==> src/rtl/tlt_pkg.sv <==
`timescale 1ns/1ps
package tlt_pkg;
    // Tenure tracking states
    typedef enum logic [2:0] {
        ST_OFF   = 3'd0,
        ST_WAIT  = 3'd1,
        ST_RUN   = 3'd2,
        ST_DRAIN = 3'd3,
        ST_REL   = 3'd4
    } tlt_state_e;
endpackage

==> src/rtl/tlt_limit_reg.sv <==
`timescale 1ns/1ps
module tlt_limit_reg #(
    parameter int CNT_W  = 16,
    parameter int WORD_W = 32
) (
    input  logic              clk,
    input  logic              rst_n,
    input  logic              clr,
    input  logic              ctl_stop,
    input  logic              ctl_susp,
    input  logic              reg_wr,
    input  logic              reg_rd,
    input  logic [WORD_W-1:0] reg_wdata,
    input  logic [CNT_W-1:0]  live_cnt,
    output logic [CNT_W-1:0]  limit,
    output logic [WORD_W-1:0] reg_rdata
);
    localparam int RSV_W = WORD_W - CNT_W;

    logic access_ok;
    assign access_ok = ctl_stop | ctl_susp;

    // Stored limit; only the low field of the word is kept
    always_ff @(posedge clk or negedge rst_n) begin
        if (!rst_n) begin
            limit <= '0;
        end else if (clr) begin
            limit <= '0;
        end else if (reg_wr && access_ok) begin
            limit <= reg_wdata[CNT_W-1:0];
        end
    end

    // Read path shows the live counter, reserved field zero
    always_comb begin
        reg_rdata = '0;
        if (reg_rd && access_ok) begin
            reg_rdata = {{RSV_W{1'b0}}, live_cnt};
        end
    end


    lim_hold_chk: assert property (@(posedge clk) disable iff (!rst_n)
        (reg_wr && !access_ok && !clr) |=> $stable(limit));
endmodule

==> src/rtl/tlt_counter.sv <==
`timescale 1ns/1ps
module tlt_counter #(
    parameter int CNT_W = 16
) (
    input  logic             clk,
    input  logic             rst_n,
    input  logic             clr,
    input  logic             load,
    input  logic [CNT_W-1:0] load_val,
    input  logic             dec,
    output logic [CNT_W-1:0] cnt,
    output logic             cnt_zero
);
    localparam logic [CNT_W-1:0] ONE = CNT_W'(1);

    assign cnt_zero = (cnt == '0);

    // Priority: clear, reload, saturating decrement
    always_ff @(posedge clk or negedge rst_n) begin
        if (!rst_n) begin
            cnt <= '0;
        end else if (clr) begin
            cnt <= '0;
        end else if (load) begin
            cnt <= load_val;
        end else if (dec && !cnt_zero) begin
            cnt <= cnt - ONE;
        end
    end


    cnt_no_wrap_chk: assert property (@(posedge clk) disable iff (!rst_n)
        (cnt == '0 && !load) |=> (cnt == '0));


    cnt_step_chk: assert property (@(posedge clk) disable iff (!rst_n)
        (!load && !clr && cnt != '0) |=>
            (cnt == $past(cnt) || cnt == $past(cnt) - ONE));
endmodule

==> src/rtl/tlt_fsm.sv <==
`timescale 1ns/1ps
module tlt_fsm
    import tlt_pkg::*;
(
    input  logic       clk,
    input  logic       rst_n,
    input  logic       soft_rst,
    input  logic       limit_en,
    input  logic       bus_grant,
    input  logic       bus_idle,
    input  logic       fifo_xfer,
    input  logic       xfer_done,
    input  logic       cnt_zero,
    output logic       load,
    output logic       dec_en,
    output logic       release_req,
    output tlt_state_e state
);
    tlt_state_e next;

    // State register
    always_ff @(posedge clk or negedge rst_n) begin
        if (!rst_n) begin
            state <= ST_OFF;
        end else if (soft_rst) begin
            state <= ST_OFF;
        end else begin
            state <= next;
        end
    end

    // Next-state logic
    always_comb begin
        next = state;
        unique case (state)
            ST_OFF: begin
                if (bus_grant) next = ST_WAIT;
            end
            ST_WAIT: begin
                if (!bus_grant)    next = ST_OFF;
                else if (bus_idle) next = ST_RUN;
            end
            ST_RUN: begin
                if (!bus_grant)                            next = ST_OFF;
                else if (limit_en && fifo_xfer && cnt_zero) next = ST_DRAIN;
            end
            ST_DRAIN: begin
                if (!bus_grant)                  next = ST_OFF;
                else if (!limit_en)              next = ST_RUN;
                else if (fifo_xfer && xfer_done) next = ST_REL;
            end
            ST_REL: begin
                if (!bus_grant)     next = ST_OFF;
                else if (!limit_en) next = ST_RUN;
            end
            default: next = ST_OFF;
        endcase
    end

    // Outputs
    always_comb begin
        load        = (state == ST_OFF) && bus_grant && !soft_rst;
        dec_en      = (state == ST_RUN);
        release_req = (state == ST_REL) && fifo_xfer && limit_en;
    end


    rel_from_drain_chk: assert property (@(posedge clk) disable iff (!rst_n)
        (state == ST_REL && $past(state) != ST_REL) |-> ($past(state) == ST_DRAIN));


    grant_drop_chk: assert property (@(posedge clk) disable iff (!rst_n)
        !bus_grant |=> (state == ST_OFF));
endmodule

==> src/rtl/bus_tenure_limiter.sv <==
`timescale 1ns/1ps
module bus_tenure_limiter #(
    parameter int CNT_W  = 16,
    parameter int WORD_W = 32
) (
    input  logic              clk,
    input  logic              rst_n,
    input  logic              soft_rst,
    input  logic              limit_en,
    input  logic              bus_grant,
    input  logic              bus_idle,
    input  logic              fifo_xfer,
    input  logic              xfer_done,
    input  logic              tick,
    input  logic              ctl_stop,
    input  logic              ctl_susp,
    input  logic              reg_wr,
    input  logic              reg_rd,
    input  logic [WORD_W-1:0] reg_wdata,
    output logic [WORD_W-1:0] reg_rdata,
    output logic              release_req
);
    import tlt_pkg::*;

    logic [CNT_W-1:0] limit;
    logic [CNT_W-1:0] cnt;
    logic             cnt_zero;
    logic             load;
    logic             dec_en;
    tlt_state_e       state;

    tlt_limit_reg #(.CNT_W(CNT_W), .WORD_W(WORD_W)) u_reg (
        .clk       (clk),
        .rst_n     (rst_n),
        .clr       (soft_rst),
        .ctl_stop  (ctl_stop),
        .ctl_susp  (ctl_susp),
        .reg_wr    (reg_wr),
        .reg_rd    (reg_rd),
        .reg_wdata (reg_wdata),
        .live_cnt  (cnt),
        .limit     (limit),
        .reg_rdata (reg_rdata)
    );

    tlt_counter #(.CNT_W(CNT_W)) u_cnt (
        .clk      (clk),
        .rst_n    (rst_n),
        .clr      (soft_rst),
        .load     (load),
        .load_val (limit),
        .dec      (dec_en & tick),
        .cnt      (cnt),
        .cnt_zero (cnt_zero)
    );

    tlt_fsm u_fsm (
        .clk         (clk),
        .rst_n       (rst_n),
        .soft_rst    (soft_rst),
        .limit_en    (limit_en),
        .bus_grant   (bus_grant),
        .bus_idle    (bus_idle),
        .fifo_xfer   (fifo_xfer),
        .xfer_done   (xfer_done),
        .cnt_zero    (cnt_zero),
        .load        (load),
        .dec_en      (dec_en),
        .release_req (release_req),
        .state       (state)
    );


    no_rel_when_off_chk: assert property (@(posedge clk) disable iff (!rst_n)
        (!limit_en && !$past(limit_en)) |-> !release_req);
endmodule

==> config.mk <==
export PLATFORM = sky130hd
export DESIGN_NAME = bus_tenure_limiter
export DESIGN_NICKNAME = d
export VERILOG_FILES = /design/src/rtl/tlt_pkg.sv /design/src/rtl/tlt_limit_reg.sv /design/src/rtl/tlt_counter.sv /design/src/rtl/tlt_fsm.sv /design/src/rtl/bus_tenure_limiter.sv
export SDC_FILE = /design/constraint.sdc
export NUM_CORES = 1
export LEC_CHECK = 0
export BUFFER_PORTS_ARGS = -buffer_cell sky130_fd_sc_hd__buf_2
export CORE_ASPECT_RATIO = 1.4
export CORE_MARGIN = 2
export CORE_UTILIZATION = 30
export DETAILED_ROUTE_END_ITERATION = 8
export GPL_TIMING_DRIVEN = 0
export PLACE_DENSITY = 0.61
export RECOVER_POWER = 100
export SLEW_MARGIN = 5
export SYNTH_ARGS = -nofsm -noshare
export SYNTH_HDL_FRONTEND = slang
export SYNTH_SLANG_ARGS = --single-unit
==> constraint.sdc <==
create_clock -name clk -period 4.05 [get_ports clk]
set_input_delay 0.2025 -clock clk [delete_from_list [all_inputs] [get_ports clk]]
set_output_delay 0.2025 -clock clk [all_outputs]
set_load 0.02 [all_outputs]
==> results of run 1 <==
## final cells by class
type,instances,area (um^2)
buffer,31,176
fill,769,4330
clock buffer,8,100
inverter,5,18.8
multi-input combinational,176,1110
tap,95,119
timing repair buffer,44,209
sequential,35,876
## logic make-up (layout without fill, tap and decap cells)
| logic type | after synthesis | after routing | share of synthesized area (%) |
|---|---|---|---|
| and+or+nand+nor | 85 | 85 | 22.9 |
| AOI/OAI and AO/OA | 69 | 69 | 23.4 |
| buffers and inverters | 36 | 88 | 9.26 |
| DFF | 35 | 35 | 41.0 |
| muxes | 5 | 5 | 2.58 |
| adders and majority gates | 1 | 1 | 0.586 |
| other | 1 | 16 | 0.176 |
## through the flow
step	power (mW)	cell area (um^2)	setup WS, ps	util (%)	hold slack [ps]
2_1_floorplan	1.05	2190	1740	-	-93.1
3_3_place_gp	1.23	2530	1430	36.5	325
3_5_place_dp	1.24	2530	1410	36.5	328
4_1_cts	1.53	2630	1390	37.9	18.5
5_1_grt	1.63	2610	981	37.6	129
6_report	1.51	2610	1260	37.6	130
## worst max path at each step
stage	startpoint	end	slack [ps]	cells past startpoint
final	u_cnt.cnt[0]	u_cnt.cnt[8]	1260	8
after global routing	u_cnt.cnt[0]	u_cnt.cnt[8]	980	8
after CTS	u_cnt.cnt[0]	u_fsm.state[1]	1390	7
after detailed placement	u_cnt.cnt[0]	u_fsm.state[1]	1410	7
after global placement	u_cnt.cnt[0]	u_fsm.state[0]	1430	7
after floorplan	u_cnt.cnt[12]	u_fsm.state[0]	1740	5
## sequential cells by signal (all words and copies together), names as in the netlist
name and cells:
u_cnt.cnt 16, u_reg.limit 16, u_fsm.state 3
## Yosys cell counts, types with 2 or more instances
master / instances / area [um^2]
inv_1: 5 / 18.8
buf_2: 2 / 10.0
nand2_1: 14 / 52.6
o21a_1: 2 / 15.0
a32o_1: 2 / 20.0
or3_2: 2 / 15.0
o211ai_1: 5 / 37.5
nor4_1: 7 / 43.8
a22oi_1: 3 / 22.5
mux2_2: 2 / 22.5
o22ai_1: 6 / 37.5
dfrtp_1: 35 / 876
mux2_1: 2 / 22.5
a22o_1: 16 / 140
or3_4: 2 / 22.5
a2111oi_0: 2 / 17.5
clkbuf_1: 13 / 48.8
a21oi_1: 11 / 55.1
nor2_1: 11 / 41.3
nor3_1: 11 / 55.1
nand3_1: 4 / 20.0
o21ai_0: 11 / 55.1
o311ai_0: 2 / 17.5
and2_1: 20 / 125
buf_4: 16 / 120
nand4_1: 2 / 12.5
nor3b_1: 2 / 15.0
## report_power, final
group / switching (mW) / internal (mW)
Sequential: 0.100 / 0.432
Combinational: 0.422 / 0.278
Clock: 0.124 / 0.155
Total: 0.646 / 0.865
## critical path, stage by stage (launching register included)
cell and delay [ps]:
dfrtp_1 440, inv_1 100, ha_1 190, nor3b_1 480, nand3_1 210, o21ai_0 360
a21o_1 230, clkbuf_1 450, o21ai_0 190
## layer usage
layer | GRT usage (%) | wire length (um) | vias up
li1 | - | - | 966
met4 | 6.27 | 116 | 0
met1 | 19.3 | 2390 | 941
met5 | 0 | 0 | -
met3 | 1.75 | 304 | 8
met2 | 25.4 | 2860 | 60
## cells in the final DEF, fill, tap and decap left out, types with 6 or more instances in the layout
master and count:
conb_1 16, nor2_1 11, nor4_1 7, nand2_1 14, a21oi_1 11, and2_0 11, clkbuf_8 7, and2_1 10
o22ai_1 6, buf_2 35, clkbuf_1 25, o21ai_0 11, a22o_1 16, nor3_1 11, dfrtp_1 35, buf_4 16
==> summary.txt, run 1 <==
Outcome
  • Status: finished, violations left
  • Violated checks: max-capacitance violations, max-slew violations

Routing
  • Post-Route WL: 5.67 mm
  • Detailed-route vias per instance: 5.01
  • Antenna Nets Post-Route: 0
  • Via Count: between 1500 and 2000
  • Drt wl/cell: about 14 um
  • Residual DRC: 0
  • DRT Pass-1 Iters: 6
  • Initial DRC Count: 33

Clock network
  • Clock transition at path regs: roughly 70 ps
  • Resize count post-CTS: 0
  • Number of setup buffers added after CTS: 0
  • Clk sinks: 35
  • Num CTS Buffers: 5
  • Hold buffer count at CTS: 0
  • CTS tree: done
  • Clk_lat worst skew: roughly 290 ps
  • Maximum clock path buffer count: 2
  • Clk Tree Root Cell: clkbuf_8
  • # H-tree levels: 2

Timing
  • Clock Skew: between 5 and 6 ps
  • Final count of negative-setup-slack endpoints: 0
  • Setup TNS: 0 ps
  • Tcrit/Tclk final: 68.9%
  • Slew @ Worst Pin: 1850 ps
  • RSZ-0062 raised after global routing: no
  • Max Fclk: between 300 and 400 MHz
  • Slew HR: -23.2%
  • Min Tclk post-route: between 2000 and 3000 ps
  • Slew Viols, Final: 36
  • Final Hold Fails: 0

GRT
  • Initial antenna violation count: 0
  • Vias in the first global route: between 1500 and 2000
  • First-pass GRT wire length: ~9.4 mm
  • Largest net degree at the start of global routing: 36
  • Grt total ovfl: 0
  • GRT Total Usage: 15.2%

Yosys
  • Post-synthesis async set-or-reset flop share: 100%
  • Post-synthesis sequential area ratio: 41.0%
  • Ys Warns: 0
  • Top FF cell, synth: dfrtp_1
  • Number of distinct library cells after synthesis: 49
  • Flops & latches, synth: 35
  • EDFF count, synth: 0
  • Average size of a mapped cell: between 9 and 10 um^2
  • Syn Std Cell Area: approximately 0.0021 mm^2
  • Mapped Cells: ~230

Setup path
  • Worst EP arrival: between 2000 and 3000 ps
  • Crit path max fanout: 10
  • RR Startpoint: u_cnt.cnt[0]
  • Reg2Reg Depth: 8
  • R2R Setup Slk: approximately 1300 ps
  • Req. time, crit path: roughly 4200 ps
  • Setup CP Type: flop to flop
  • Crit. End Element: flop
  • FF-to-FF End: u_cnt.cnt[8]
  • Worst Setup Start Kind: flop

Floorplanning
  • Height of the die: a little over 100 um
  • DIE WIDTH: approximately 75 um
  • Die area: 0.00782 mm^2
  • Core ar.: between 0.006 and 0.007 mm^2
  • I/O pins: 78
  • Core Rows: 36
  • Initial Utilization: 30.8%

Pwr
  • P per Cell Area: 579 mW/mm^2
  • Leak pwr: ~1.2 nW
  • Max rail drop VDD: roughly 0.17 mV

Layout
  • Antenna cells: 0
  • Nets: approximately 340
  • Area grow syn2layout: 22.2%
  • Share of layout cells above drive strength 1: a little under a quarter
  • Post-Layout Cell Count: between 300 and 400

Place
  • Port Buf Inserts: 44
  • RePlAce Congestion: ~0.9
  • Hpwl dp: between 4 and 5 mm
  • DP Cell Count: between 300 and 400

Worst hold path
  • Hold Crit Start: reg_wdata[10]
  • Hold crit path type: primary input to flop
  • Hold Crit Depth: 2
  • Hold worst-path end: u_reg.limit[10]

Run
  • Max-cap violations: 1
Power figures use the tool's default switching activity.
==> inputs of run 2 (changes only) <==
Clock period 4.05 ns to 2.75 ns, I/O delays scaled along.
==> summary.txt, run 2 (same netlist as run 1, synthesis figures left out) <==
Outcome
  • Status: finished, violations left
  • Violated checks: max-capacitance violations, max-slew violations

Worst hold path
  • Hold worst-path end: u_reg.limit[13]
  • Hold crit path type: primary input to flop
  • Hold Crit Depth: 2
  • Hold Crit Start: reg_wdata[13]

GRT
  • Met1 GRT Util: between 10% and 20%
  • Grt total ovfl: 0
  • Met2 Track Usage GR: roughly 25%
  • GR Layer Usage met3: 1.75%
  • Largest net degree at the start of global routing: 36
  • Top Usage Layer GRT: met2
  • First-pass GRT wire length: ~9.4 mm
  • Vias in the first global route: approximately 1900
  • Initial antenna violation count: 0
  • GRT Total Usage: between 15 and 20%

Place
  • Port Buf Inserts: 44
  • Hpwl dp: about 4.3 mm
  • RePlAce Congestion: between 0.8 and 0.9
  • Placed Area: approximately 0.0025 mm^2
  • DP Cell Count: 386

Timing
  • Slew Viols, Final: 36
  • Slew HR: -22.4%
  • Final count of negative-setup-slack endpoints: 0
  • Final Hold Fails: 0
  • Max Fclk: 408 MHz
  • Fin Hold WS: between 60 and 70 ps
  • Slew @ Worst Pin: around 1800 ps
  • RSZ-0062 raised after global routing: no
  • Clock Skew: a little under 8 ps
  • Min Tclk post-route: about 2500 ps
  • Setup TNS: 0 ps
  • Tcrit/Tclk final: 89.2%

Layout
  • Fill count: around 770
  • Antenna cells: 0
  • Most frequent cells in the layout: buf_2, dfrtp_1, clkbuf_1
  • Sequential Area: 876 um^2
  • Biggest regs: u_cnt.cnt x16, u_reg.limit x16, u_fsm.state x3
  • Post-Layout Cell Count: slightly below 400
  • Nets: 345
  • Multi-input logic area: between 0.001 and 0.0015 mm^2
  • Share of layout cells above drive strength 1: 24.0%
  • Final instance area: 0.00263 mm^2
  • Commonest non-fill, non-tap cell in the layout: buf_2
  • Area grow syn2layout: 23.2%

Routing
  • Post-Route WL: 5.68 mm
  • Initial DRC Count: 52
  • Via Count: ~2000
  • Detailed-route vias per instance: 5.04
  • Drt wl/cell: between 10 and 15 um
  • Residual DRC: 0
  • Antenna Nets Post-Route: 0
  • DRT Pass-1 Iters: 4

Floorplanning
  • Die area: 0.00782 mm^2
  • Core Rows: 36
  • I/O pins: roughly 80
  • Initial Utilization: between 30 and 40%
  • Height of the die: 104 um
  • Core ar.: between 0.006 and 0.007 mm^2
  • DIE WIDTH: between 70 and 80 um

Setup path
  • Reg2Reg Depth: 5
  • Worst EP arrival: 2630 ps
  • Worst Setup Start Kind: flop
  • Crit. End Element: flop
  • R2R Setup Slk: 300 ps
  • Crit path max fanout: 8
  • RR Startpoint: u_cnt.cnt[12]
  • Req. time, crit path: roughly 3000 ps
  • FF-to-FF End: u_fsm.state[1]
  • Setup CP Type: flop to flop

Clock network
  • Clock transition at path regs: 70 ps
  • Clk Tree Root Cell: clkbuf_8
  • Maximum clock path buffer count: 2
  • CTS tree: done
  • # H-tree levels: 2
  • Clk sinks: 35
  • Num CTS Buffers: 5
  • Number of setup buffers added after CTS: 0
  • Clk_lat worst skew: 290 ps

Run
  • Max-cap violations: 1

Pwr
  • Max rail drop VDD: about 0.25 mV
  • P per Cell Area: between 800 and 900 mW/mm^2
  • Overall power after layout: around 2.2 mW
  • Leak pwr: 1.21 nW
[run 2: changes by cell type in the layout (fill, tap and decap cells not counted), sizes merged]
cell and change:
buf +2, clkbuf -2, dlygate4sd3 +1
[run 2: per-stage QoR]
step	worst slack (ps)	utilization (%)
6_report	297	37.9
5_1_grt	123	37.9
4_1_cts	91.3	38.1
3_5_place_dp	111	36.5
3_3_place_gp	127	36.5
2_1_floorplan	442	-
[run 2: where the power goes]
part | internal [mW] | switching (mW)
Combinational | 0.418 | 0.626
Clock | 0.229 | 0.185
Sequential | 0.635 | 0.148
Total | 1.28 | 0.959
[run 2: how the worst max path moves through the flow]
stage | endpoint | start | slack, ps
floorplan | u_fsm.state[0] | u_cnt.cnt[12] | 440
global placement | u_fsm.state[0] | u_cnt.cnt[0] | 130
detailed placement | u_fsm.state[1] | u_cnt.cnt[0] | 110
CTS | u_fsm.state[1] | u_cnt.cnt[0] | 90
global route | u_fsm.state[1] | u_cnt.cnt[0] | 120
finish | u_fsm.state[1] | u_cnt.cnt[12] | 300
[run 2: metal layers]
layer	vias up	part of all wire (%)
met5	-	0
met4	0	2.5
met3	10	4.7
met2	64	50
met1	947	43
li1	969	-
[run 2: what timing repair did]
action,in CTS,in global routing
hold endpoints to repair,35,0
resized for setup,0,1
endpoints found under the setup margin,0,13
hold buffers,1,0
[run 2: critical path: stages, from the launching register on]
cell     delay (ps)
dfrtp_1         460
or3_4           400
or3_4           370
or4_4           510
a31oi_1         250
mux2_1          340
[run 2: cell type report]
type                            instances  area share (%)
Multi-Input combinational cell        176            42.5
Sequential cell                        35            33.3
Timing Repair Buffer                   45            8.38
Buffer                                 31            6.81
Tap cell                               95            4.52
Clock buffer                            8            3.81
Inverter                                5           0.714
